[config.mk]
export PLATFORM = sky130hd
export DESIGN_NAME = rom_search_step
export DESIGN_NICKNAME = d
export VERILOG_FILES = /design/src/rtl/rom_search_pkg.sv /design/src/rtl/rom_search_ctl.sv /design/src/rtl/rom_search_dp.sv /design/src/rtl/rom_search_step.sv
export SDC_FILE = /design/constraint.sdc
export NUM_CORES = 1
export LEC_CHECK = 0
export BUFFER_PORTS_ARGS = -buffer_cell sky130_fd_sc_hd__buf_2
export CAP_MARGIN = 15
export CORE_UTILIZATION = 50
export CTS_CLUSTER_SIZE = 30
export DETAILED_ROUTE_END_ITERATION = 10
export MAX_ROUTING_LAYER = met4
export PLACE_DENSITY = 0.7
export RECOVER_POWER = 50
export SLEW_MARGIN = 20
export SYNTH_ARGS = -nofsm -noshare
export SYNTH_HDL_FRONTEND = slang
export SYNTH_SLANG_ARGS = --single-unit
[constraint.sdc]
create_clock -name clk -period 2.1 [get_ports clk]
set_input_delay 0.42 -clock clk [delete_from_list [all_inputs] [get_ports clk]]
set_output_delay 0.42 -clock clk [all_outputs]
set_load 0.1 [all_outputs]
[src/rtl/rom_search_pkg.sv]
package rom_search_pkg;

  typedef enum logic [2:0] {
    ST_IDLE,
    ST_ISSUE_ID,
    ST_WAIT_ID,
    ST_ISSUE_CMP,
    ST_WAIT_CMP,
    ST_ISSUE_WR,
    ST_WAIT_WR
  } stepState_t;

  typedef struct packed {
    logic accept;   // start taken: latch direction, clear outputs
    logic capId;    // address bit arrived
    logic capCmp;   // complement bit arrived
    logic finish;   // step ends normally
    logic abort;    // slot timed out
  } stepStrb_t;

  localparam logic [2:0] RES_NO_SLAVE = 3'b011;

endpackage

[src/rtl/rom_search_ctl.sv]
module rom_search_ctl
  import rom_search_pkg::*;
#(
  parameter int TIMEOUT_CYCLES = 4096
) (
  input  logic      clk,
  input  logic      rstN,
  input  logic      start,
  input  logic      slotDone,
  input  logic      noSlave,
  output logic      slotReq,
  output logic      slotIsRead,
  output stepStrb_t strb
);

  localparam int TIMER_W = $clog2(TIMEOUT_CYCLES + 1);
  localparam logic [TIMER_W-1:0] TIMER_LAST = TIMER_W'(TIMEOUT_CYCLES - 1);

  stepState_t state, stateNext;
  logic [TIMER_W-1:0] timer;
  logic inWait, expired;

  assign inWait  = (state == ST_WAIT_ID) || (state == ST_WAIT_CMP) || (state == ST_WAIT_WR);
  assign expired = inWait && !slotDone && (timer == TIMER_LAST);

  assign slotReq    = (state == ST_ISSUE_ID) || (state == ST_ISSUE_CMP) || (state == ST_ISSUE_WR);
  assign slotIsRead = (state != ST_ISSUE_WR) && (state != ST_WAIT_WR);

  always_comb begin
    stateNext   = state;
    strb        = '0;
    strb.abort  = expired;
    unique case (state)
      ST_IDLE: if (start) begin
        strb.accept = 1'b1;
        stateNext   = ST_ISSUE_ID;
      end
      ST_ISSUE_ID:  stateNext = ST_WAIT_ID;
      ST_WAIT_ID: if (slotDone) begin
        strb.capId = 1'b1;
        stateNext  = ST_ISSUE_CMP;
      end
      ST_ISSUE_CMP: stateNext = ST_WAIT_CMP;
      ST_WAIT_CMP: if (slotDone) begin
        strb.capCmp = 1'b1;
        if (noSlave) begin
          strb.finish = 1'b1;
          stateNext   = ST_IDLE;
        end else begin
          stateNext = ST_ISSUE_WR;
        end
      end
      ST_ISSUE_WR:  stateNext = ST_WAIT_WR;
      ST_WAIT_WR: if (slotDone) begin
        strb.finish = 1'b1;
        stateNext   = ST_IDLE;
      end
      default: stateNext = ST_IDLE;
    endcase
    if (expired) stateNext = ST_IDLE;
  end

  always_ff @(posedge clk) begin
    if (!rstN) begin
      state <= ST_IDLE;
      timer <= '0;
    end else begin
      state <= stateNext;
      if (!inWait || slotDone) timer <= '0;
      else if (!expired)       timer <= timer + 1'b1;
    end
  end

  // each slot request lasts a single cycle
  p_one_cycle_req_r1: assert property (@(posedge clk) disable iff (!rstN)
    slotReq |=> !slotReq);

  // the wait counter never passes the limit
  p_timer_bound_r5: assert property (@(posedge clk) disable iff (!rstN)
    timer <= TIMER_LAST);

  // no write slot after an empty bus
  p_skip_write_r2: assert property (@(posedge clk) disable iff (!rstN)
    (state == ST_WAIT_CMP && slotDone && noSlave) |=> (state == ST_IDLE && !slotReq));

  // a busy engine never restarts
  p_busy_ignore_r7: assert property (@(posedge clk) disable iff (!rstN)
    (state != ST_IDLE) |=> (state != ST_ISSUE_ID));

endmodule

[src/rtl/rom_search_dp.sv]
module rom_search_dp
  import rom_search_pkg::*;
(
  input  logic      clk,
  input  logic      rstN,
  input  stepStrb_t strb,
  input  logic      reqDir,
  input  logic      slotRxBit,
  output logic      noSlave,
  output logic      slotTxBit,
  output logic      done,
  output logic      error,
  output logic [2:0] result
);

  logic idQ, cmpQ, dirQ, reqDirQ;
  logic dirPick;
  logic [2:0] resNext;

  // decision taken as the complement bit arrives
  assign noSlave = idQ & slotRxBit;
  assign dirPick = (idQ ^ slotRxBit) ? idQ : reqDirQ;
  assign resNext = strb.capCmp ? RES_NO_SLAVE : {dirQ, cmpQ, idQ};
  assign slotTxBit = dirQ;

  always_ff @(posedge clk) begin
    if (!rstN) begin
      idQ     <= 1'b0;
      cmpQ    <= 1'b0;
      dirQ    <= 1'b0;
      reqDirQ <= 1'b0;
      done    <= 1'b0;
      error   <= 1'b0;
      result  <= '0;
    end else begin
      done <= strb.finish | strb.abort;
      if (strb.accept) begin
        reqDirQ <= reqDir;
        result  <= '0;
        error   <= 1'b0;
      end
      if (strb.capId) idQ <= slotRxBit;
      if (strb.capCmp) begin
        cmpQ <= slotRxBit;
        dirQ <= dirPick;
      end
      if (strb.finish) result <= resNext;
      if (strb.abort) begin
        result <= RES_NO_SLAVE;
        error  <= 1'b1;
      end
    end
  end

  // completion is a single-cycle pulse
  p_done_pulse_r8: assert property (@(posedge clk) disable iff (!rstN)
    done |=> !done);

  // an abort is reported together with done
  p_error_with_done_r6: assert property (@(posedge clk) disable iff (!rstN)
    $rose(error) |-> done);

  // a lone responding bit forces the written direction
  p_forced_dir_r4: assert property (@(posedge clk) disable iff (!rstN)
    (strb.capCmp && (idQ != slotRxBit)) |=> (slotTxBit == $past(idQ)));

endmodule

[src/rtl/rom_search_step.sv]
module rom_search_step
  import rom_search_pkg::*;
#(
  parameter int TIMEOUT_CYCLES = 4096
) (
  input  logic       clk,
  input  logic       rstN,
  input  logic       start,
  input  logic       reqDir,
  output logic       slotReq,
  output logic       slotIsRead,
  output logic       slotTxBit,
  input  logic       slotRxBit,
  input  logic       slotDone,
  output logic       done,
  output logic       error,
  output logic [2:0] result
);

  stepStrb_t strb;
  logic noSlave;

  rom_search_ctl #(.TIMEOUT_CYCLES(TIMEOUT_CYCLES)) u_ctl (
    .clk        (clk),
    .rstN       (rstN),
    .start      (start),
    .slotDone   (slotDone),
    .noSlave    (noSlave),
    .slotReq    (slotReq),
    .slotIsRead (slotIsRead),
    .strb       (strb)
  );

  rom_search_dp u_dp (
    .clk       (clk),
    .rstN      (rstN),
    .strb      (strb),
    .reqDir    (reqDir),
    .slotRxBit (slotRxBit),
    .noSlave   (noSlave),
    .slotTxBit (slotTxBit),
    .done      (done),
    .error     (error),
    .result    (result)
  );

endmodule

; ---- Yosys cells after proc, flatten, opt, wreduce, memory -nomap -nowiden
; Cells that the tools add are included.
[word_totals]
reg_bits = 25
inputBits = 6
out_inout_bits = 8
word_cells = 66
[op_classes]
add_sub_neg = 1
n_eq_ne = 13
mux = 21
bitwise = 4
reduce_logical = 17
[ops]
columns = operator, count
row1 = two-way mux 3 bit, 8
row2 = case mux 3 bit (7 select lines), 1
row3 = "adder 13 x 1 -> 13 bit, second input constant", 1
row4 = "== test 13 x 12 -> 1 bit, second input constant", 1
row5 = "== test 3 bit, second input constant", 3
row6 = two-way mux 1 bit, 9
row7 = "inequality test 2 bit, second input constant", 4
row8 = "== test 3 x 2 -> 1 bit, second input constant", 2
row9 = "inequality test 3 bit, second input constant", 2
row10 = logical OR 1 bit, 5
row11 = two-way mux 2 bit, 2
row12 = AND reduction 4 bit, 1
row13 = nonzero test 2 bit, 2
row14 = OR reduction 2 bit, 2
row15 = "== test 3 x 1 -> 1 bit, second input constant", 1
row16 = logical AND 1 bit, 3
row17 = logical NOT 3 bit, 1
row18 = nonzero test 3 bit, 1
row19 = logical NOT 1 bit, 2
row20 = case mux 1 bit (2 select lines), 1
row21 = AND 1 bit, 1
row22 = NOT 1 bit, 1
row23 = bitwise OR 1 bit, 1
row24 = bitwise XOR 1 bit, 1

; ---- Longest topological paths before layout
; Gate-level depths: netlist (run 1).
[logic_depth]
ltp_word = 7
mapped_depth = 6
mapped_depth_nobuf = 5

; ---- Hierarchy
; A second synthesis (run 1) with hierarchy kept.
[hier_totals]
cells_unflattened = 128
hier_area_um2 = 1189.9
[by_module_without_submodules]
columns = module, n_inst, cells_each, area_each_um2, seq_area_each_um2
row1 = rom_search_ctl, 1, 96, 829.5, 320.3
row2 = rom_search_dp, 1, 32, 360.3, 180.2

; ---- Worst setup path before layout (run 1)
; OpenSTA, ideal clock, no wires.
[synth_timing]
path_type = reg2out
start = reg u_ctl.state[0]
end = out slotReq
arrival_ns = 2.856
t_required_ns = 1.680
path_slack_ns = -1.176
stages_incl_launch_ff = 3
cell_sequence = dfxtp_1 -> clkbuf_1 -> a21boi_0
[synth_between]
elab_chain_cells = 3
[synth_rtl]
columns = item, line_no
row1 = start: declaration, rom_search_ctl.sv:19  ; stepState_t state, stateNext;
row2 = start signal: assignment, rom_search_ctl.sv:68  ; state <= stateNext;
row3 = == test 3 x 1 -> 1 bit / == test 3 x 2 -> 1 bit (equally long branches), rom_search_ctl.sv:26  ; assign slotReq = (state == ST_ISSUE_ID) || (state == ST_ISSUE_CMP) || (state == ST_ISSUE_WR);
row4 = logical OR 1 bit, rom_search_ctl.sv:26
row5 = logical OR 1 bit *, rom_search_ctl.sv:26
row6 = end: declaration, rom_search_step.sv:10  ; output logic slotReq,
; Mark *: on every way between the ends. The rest lies on a longest branch, timed or not.

; ---- Worst setup path in the final report (run 1)
[layout_timing]
start = reg u_ctl.state[1]
end = out slotIsRead
[layout_between]
elab_chain_cells = 2
[layout_rtl]
columns = item, line_no
row1 = inequality test 3 bit, rom_search_ctl.sv:27  ; assign slotIsRead = (state != ST_ISSUE_WR) && (state != ST_WAIT_WR);
row2 = logical AND 1 bit *, rom_search_ctl.sv:27
row3 = end: declaration, rom_search_step.sv:11  ; output logic slotIsRead,
; Marks and branches as above.

==> results of run 1 <==
[cell usage after synthesis]
cell type and count:
dfxtp_1 25, nand2_1 14, nor2_1 12, a21oi_1 9
mux2i_1 8, o21ai_0 7, nand3_1 6, and3_1 5
inv_1 5, nor3_1 5, a211oi_1 4, clkbuf_1 4
a31oi_1 3, and4_1 3, buf_2 3, nand2b_1 3
a2111o_1 2, buf_4 2, ha_1 2, nand4_1 2
nor2b_1 2, o21ai_2 2, xor2_1 2, a21boi_0 1
a221oi_1 1, a41oi_1 1, and4b_1 1, buf_6 1
nand3b_1 1, nand4b_1 1, nor4_1 1, nor4_2 1
nor4b_1 1, o22ai_1 1, o311ai_1 1, o31ai_1 1
or3_1 1, or4_1 1, or4b_1 1, xnor2_1 1
[cell type report]
cell class                      instances  area (um2)
Tap cell                               28        35.0
Multi-Input combinational cell        107         687
Timing Repair Buffer                   18        95.1
Clock buffer                            4        26.3
Fill cell                             233         933
Sequential cell                        25         502
Inverter                                5        18.8
[power groups by stage]
stage / Sequential, uW / Clock, uW / Combinational (uW)
3_3_place_gp: 512 / 0 / 93.9
2_1_floorplan: 503 / 0 / 87.9
4_1_cts: 502 / 219 / 95.7
5_1_grt: 505 / 237 / 105
3_5_place_dp: 512 / 0 / 95.3
6_report: 503 / 211 / 94.4
[worst max-delay path, cell delays in order (launching register included)]
cell,delay (ps)
dfxtp_1,530
nor2b_1,280
o21ai_2,80
buf_2,300
[through the flow]
step / std cells / instance area [um2] / worst slack, ps / hold WS [ps]
2_1_floorplan: 147 / 1260 / 97.5 / 419
3_3_place_gp: 183 / 1340 / 403 / 440
6_report: 187 / 1360 / 170 / 338
5_1_grt: 187 / 1360 / 66.9 / 343
4_1_cts: 187 / 1370 / 40.9 / 332
3_5_place_dp: 183 / 1340 / 381 / 447
[routing by layer]
metal	wire (um)	global-route usage (%)	share of wire, %	vias up
li1	-	-	-	559
met2	1030	30.3	43	8
met1	1320	28.3	55	495
met5	0	-	0	-
met4	10	4.95	0.41	0
met3	51	5.26	2.1	3
[worst max-delay path by stage]
stage / startpoint / endpoint / slack (ps) / cells after the start
2_1_floorplan: u_ctl.state[0] / slotIsRead / 100 / 3
3_3_place_gp: slotDone / u_ctl.timer[9] / 400 / 4
3_5_place_dp: u_ctl.timer[0] / u_dp.result[2] / 380 / 5
4_1_cts: u_ctl.state[0] / slotIsRead / 40 / 3
5_1_grt: u_ctl.state[1] / slotIsRead / 70 / 3
6_report: u_ctl.state[1] / slotIsRead / 170 / 3
[cell families after synthesis]
family                     after synthesis  share of synthesized area [%]
buffers and inverters                   15                           5.98
and+or+nand+nor                         61                           26.4
AOI/OAI and AO/OA                       33                           17.2
muxes                                    8                           6.38
xor gates and xnor gates                 3                           2.09
adders and majority gates                2                           1.99
DFF                                     25                           39.9
[what timing repair did]
action	in CTS	in global routing
endpoints found under the setup margin	0	1
endpoints found under the hold margin	0	0
resized for setup	0	1
==> flow_summary.json, run 1 <==
{
  "outcome": "finished, final reports clean",
  "synth.ff_latch_count": 25,
  "reg_top3": "u_ctl.timer: 13 flops, u_ctl.state: 3 flops, u_dp.result: 3 flops",
  "powerDensity_nw_per_um2": 592,
  "min_period_over_period_pct": 91.9,
  "worst_slew_pin_slew_ps": 543,
  "largest_register_ffs": 13,
  "drc": 0,
  "cts_tree": "done",
  "wire_per_inst_um": 12.9,
  "core_um2": 2300,
  "layout_commonest_cell": "dfxtp_1",
  "cts_buffer_depth": 2,
  "chipWidth_um": 52.1,
  "htree_levels": 1,
  "min_path_cells": 3,
  "portBuffers": 13,
  "clk_pin_slew_worst_paths_ps": 130,
  "r2r_end": "u_dp.result[2]",
  "syn_area_per_cell_um2": 8.54,
  "crit_path_end_kind": "primary output",
  "numClockSinks": 25,
  "setup_viol": 0,
  "synth_area_leader_cell": "dfxtp_1",
  "clkPwrFrac_pct": 26.1,
  "hold_viol": 0,
  "cts_root_buffer": "clkbuf_4",
  "r2r-start": "u_ctl.timer[0]",
  "grt_pass1_wl_um": 4100,
  "diodes": 0,
  "row_count": 17,
  "gp_congestion": 0.858,
  "crit_path_max_fanout": 10,
  "track_usage_pct": 20.7,
  "first_pass_iters": 4,
  "grt-ovfl-total": 0,
  "die_h_um": 52.1,
  "finalClockSkew_ps": 8.42,
  "syn-num-nets": 155,
  "maxSlewViolCount": 0,
  "holdPathEnd": "u_dp.reqDirQ",
  "syn_inst": 147,
  "postCtsSetupBuffers": 0,
  "drive_gt1_share_pct": 15.7,
  "hold_start": "reqDir",
  "critPathArrivalTime_ps": 1510,
  "post-dp-hpwl_um": 1800,
  "p_int_uw": 590,
  "start_util_pct": 54.6,
  "drt_iter0_drc": 15,
  "ys_warn_count": 0,
  "p_total_uw": 808,
  "power_frac_seq_pct": 62.2,
  "syn_area_um2": 1250,
  "final_util_pct": 59.4,
  "relSlewSlack_pct": 64.0,
  "synth_area_leaders": "dfxtp_1 40%, mux2i_1 6.4%, nand2_1 4.2%, a21oi_1 3.6%, nor2_1 3.6%",
  "die_area_um2": 2710,
  "rsz0062_at_grt": "no",
  "io_pins": 14,
  "final_cell_mix": "24 x dfxtp_1, 14 x nand2_1, 12 x nor2_1",
  "wirelength_um": 2410,
  "drv_cap": 0,
  "crit_required_ps": 1680,
  "combPwrFrac_pct": 11.7,
  "finalCriticalPeriod_ps": 1930,
  "worstSkewPairLatency_ps": 320,
  "grt_pass1_vias": 933,
  "vdd_ir_drop_max_mv": 0.444,
  "area_growth_pct": 8.67,
  "drtAntennaViolNets": 0,
  "hold_buffers": 0,
  "cts_buffers": 3,
  "grt_max_degree": 15,
  "num_vias": 1065,
  "r2r_setup_slack_ps": 340,
  "worstHoldPathType": "in2reg",
  "nets": 168,
  "p_leak_uw": 0.000517,
  "reg2regPathDepth": 5,
  "regMostFlops": "u_ctl.timer",
  "swShare_pct": 27.0,
  "synth_cell_types": 40,
  "tns_ps": 0,
  "seq_area_frac_synth_pct": 39.9,
  "synth_top_area_share_pct": 39.9,
  "avgViaCountPerCell": 5.70,
  "p_switching_uw": 218,
  "start_kind": "flop",
  "path_class": "reg2out",
  "grt_antenna_before_repair": 0,
  "max_freq_mhz": 518
}
Note: power is estimated with default switching activity, not from simulation.
==> inputs of run 2 (changes only) <==
--- a/config.mk
+++ b/config.mk
@@ -6,7 +6,7 @@
 export NUM_CORES = 1
 export LEC_CHECK = 0
 export BUFFER_PORTS_ARGS = -buffer_cell sky130_fd_sc_hd__buf_2
-export CAP_MARGIN = 15
+export CAP_MARGIN = 30
 export CORE_UTILIZATION = 50
 export CTS_CLUSTER_SIZE = 30
 export DETAILED_ROUTE_END_ITERATION = 10
==> constraint.sdc (replaced) <==
create_clock -name clk -period 2.1 [get_ports clk]
set_input_delay 0.105 -clock clk [delete_from_list [all_inputs] [get_ports clk]]
set_output_delay 0.105 -clock clk [all_outputs]
set_load 0.1 [all_outputs]
==> flow_summary.json, run 2 (same netlist as run 1, synthesis figures left out) <==
{
  "outcome": "finished, final reports clean",
  "wire_per_inst_um": 13.2,
  "drt_iter0_drc": 24,
  "regMostFlops": "u_ctl.timer",
  "grt_max_degree": 15,
  "crit_path_top_delay_cell": "dfxtp_1",
  "clk_pin_slew_worst_paths_ps": 130,
  "vdd_ir_drop_max_mv": 0.391,
  "chipWidth_um": 52.1,
  "drv_cap": 0,
  "tns_ps": 0,
  "max_stage_delay_ps": 550,
  "first_pass_iters": 4,
  "finalCriticalPeriod_ps": 1910,
  "start_kind": "flop",
  "worstHoldPathType": "in2reg",
  "hold_buffers": 0,
  "row_count": 17,
  "grt-ovfl-total": 0,
  "postCtsSetupBuffers": 0,
  "crit_path_max_fanout": 11,
  "rsz0062_at_grt": "no",
  "die_area_um2": 2710,
  "maxSlewViolCount": 0,
  "largest_register_ffs": 13,
  "portBuffers": 13,
  "numClockSinks": 25,
  "htree_levels": 1,
  "nets": 167,
  "wirelength_um": 2450,
  "worstSkewPairLatency_ps": 310,
  "drtAntennaViolNets": 0,
  "fin_hold_ws_ps": 13.2,
  "drive_gt1_share_pct": 11.4,
  "worst_slew_pin_slew_ps": 1170,
  "wl_met3_um": 72,
  "design_area_um2": 1350,
  "crit_path_end_kind": "flop",
  "relSlewSlack_pct": 22.3,
  "m1WireLength_um": 1370,
  "layout_commonest_cell": "dfxtp_1",
  "cts_buffer_depth": 2,
  "core_um2": 2300,
  "area_growth_pct": 7.48,
  "p_leak_uw": 0.000493,
  "placed_cell_area_um2": 1340,
  "diodes": 0,
  "grt_antenna_before_repair": 0,
  "max_freq_mhz": 525,
  "num_vias": 1080,
  "path_class": "reg2reg",
  "cts_buffers": 3,
  "met2WireLength_um": 991,
  "powerDensity_nw_per_um2": 599,
  "avgViaCountPerCell": 5.81,
  "drc": 0,
  "setup_viol": 0,
  "die_h_um": 52.1,
  "fill_cells": 228,
  "worstPathCellList": "nor2_1, nor4_1, clkbuf_1, nand2_1, nor4b_1",
  "min_period_over_period_pct": 90.7,
  "track_usage_pct": 22.0,
  "reg_top3": "u_ctl.timer: 13 flops, u_ctl.state: 3 flops, u_dp.result: 3 flops",
  "critPathArrivalTime_ps": 2100,
  "io_pins": 14,
  "start_util_pct": 54.6,
  "cts_root_buffer": "clkbuf_4",
  "finalClockSkew_ps": 2.23,
  "gp_congestion": 0.825,
  "final_cell_mix": "25 x dfxtp_1, 14 x nand2_1, 12 x nor2_1",
  "crit_required_ps": 2300,
  "post-dp-hpwl_um": 1820,
  "hold_viol": 0,
  "grt_pass1_wl_um": 4360,
  "maxUsedRoutingLayer": "met4",
  "ctsResizeCount": 0,
  "cts_tree": "done",
  "grt_pass1_vias": 982
}
## run 2: changes by cell type in the layout (fill, tap and decap cells not counted)
cell,previous run,this run
clkbuf_2,6,0
clkbuf_1,3,8
buf_4,3,2
clkinv_2,0,1
dfxtp_1,24,25
dfxtp_2,1,0
## run 2: through the flow
step                      cells  util [%]  power (uW)  setup WS [ps]
final                       186      58.7         808            195
after CTS                   186      59.4         819            301
after detailed placement    182      58.2         607            327
after global routing        186      58.7         846           54.7
after floorplan             147         -         590            412
after global placement      182      58.2         604            373
## run 2: worst paths after layout
path,start,to,slack [ps],cells after the start
max,u_ctl.state[2],u_ctl.state[0],190,5
min reg2reg,u_ctl.timer[12],u_ctl.timer[12],450,2
min,reqDir,u_dp.reqDirQ,10,3
max reg2reg,u_ctl.state[2],u_ctl.state[0],190,5
## run 2: power by group
group | total (uW) | switching, uW | internal (uW)
sequential | 502 | 18.6 | 484
combinational | 94.4 | 63.1 | 31.3
clock | 211 | 140 | 71.2
total | 808 | 222 | 586
## run 2: area by class of cell
cell class	instances	area [um2]	area share, %
timing repair buffer	17	80.1	5.94
multi-input combinational	107	687	50.9
sequential	25	500	37.1
inverter	5	18.8	1.39
tap	28	35.0	2.60
clock buffer	3	22.5	1.67
clock inverter	1	5.00	0.371
## run 2: critical path: cells and delay by family (launching register included)
kind,cells,cell delay (ps)
DFF,1,550
buffers and inverters,1,430
and+or+nand+nor,4,810
## run 2: layer usage
layer  vias up  track usage [%]
li1        560                -
met1       498             32.5
met2        20             31.0
met3         2             2.63
met4         0             6.76
met5         -                -
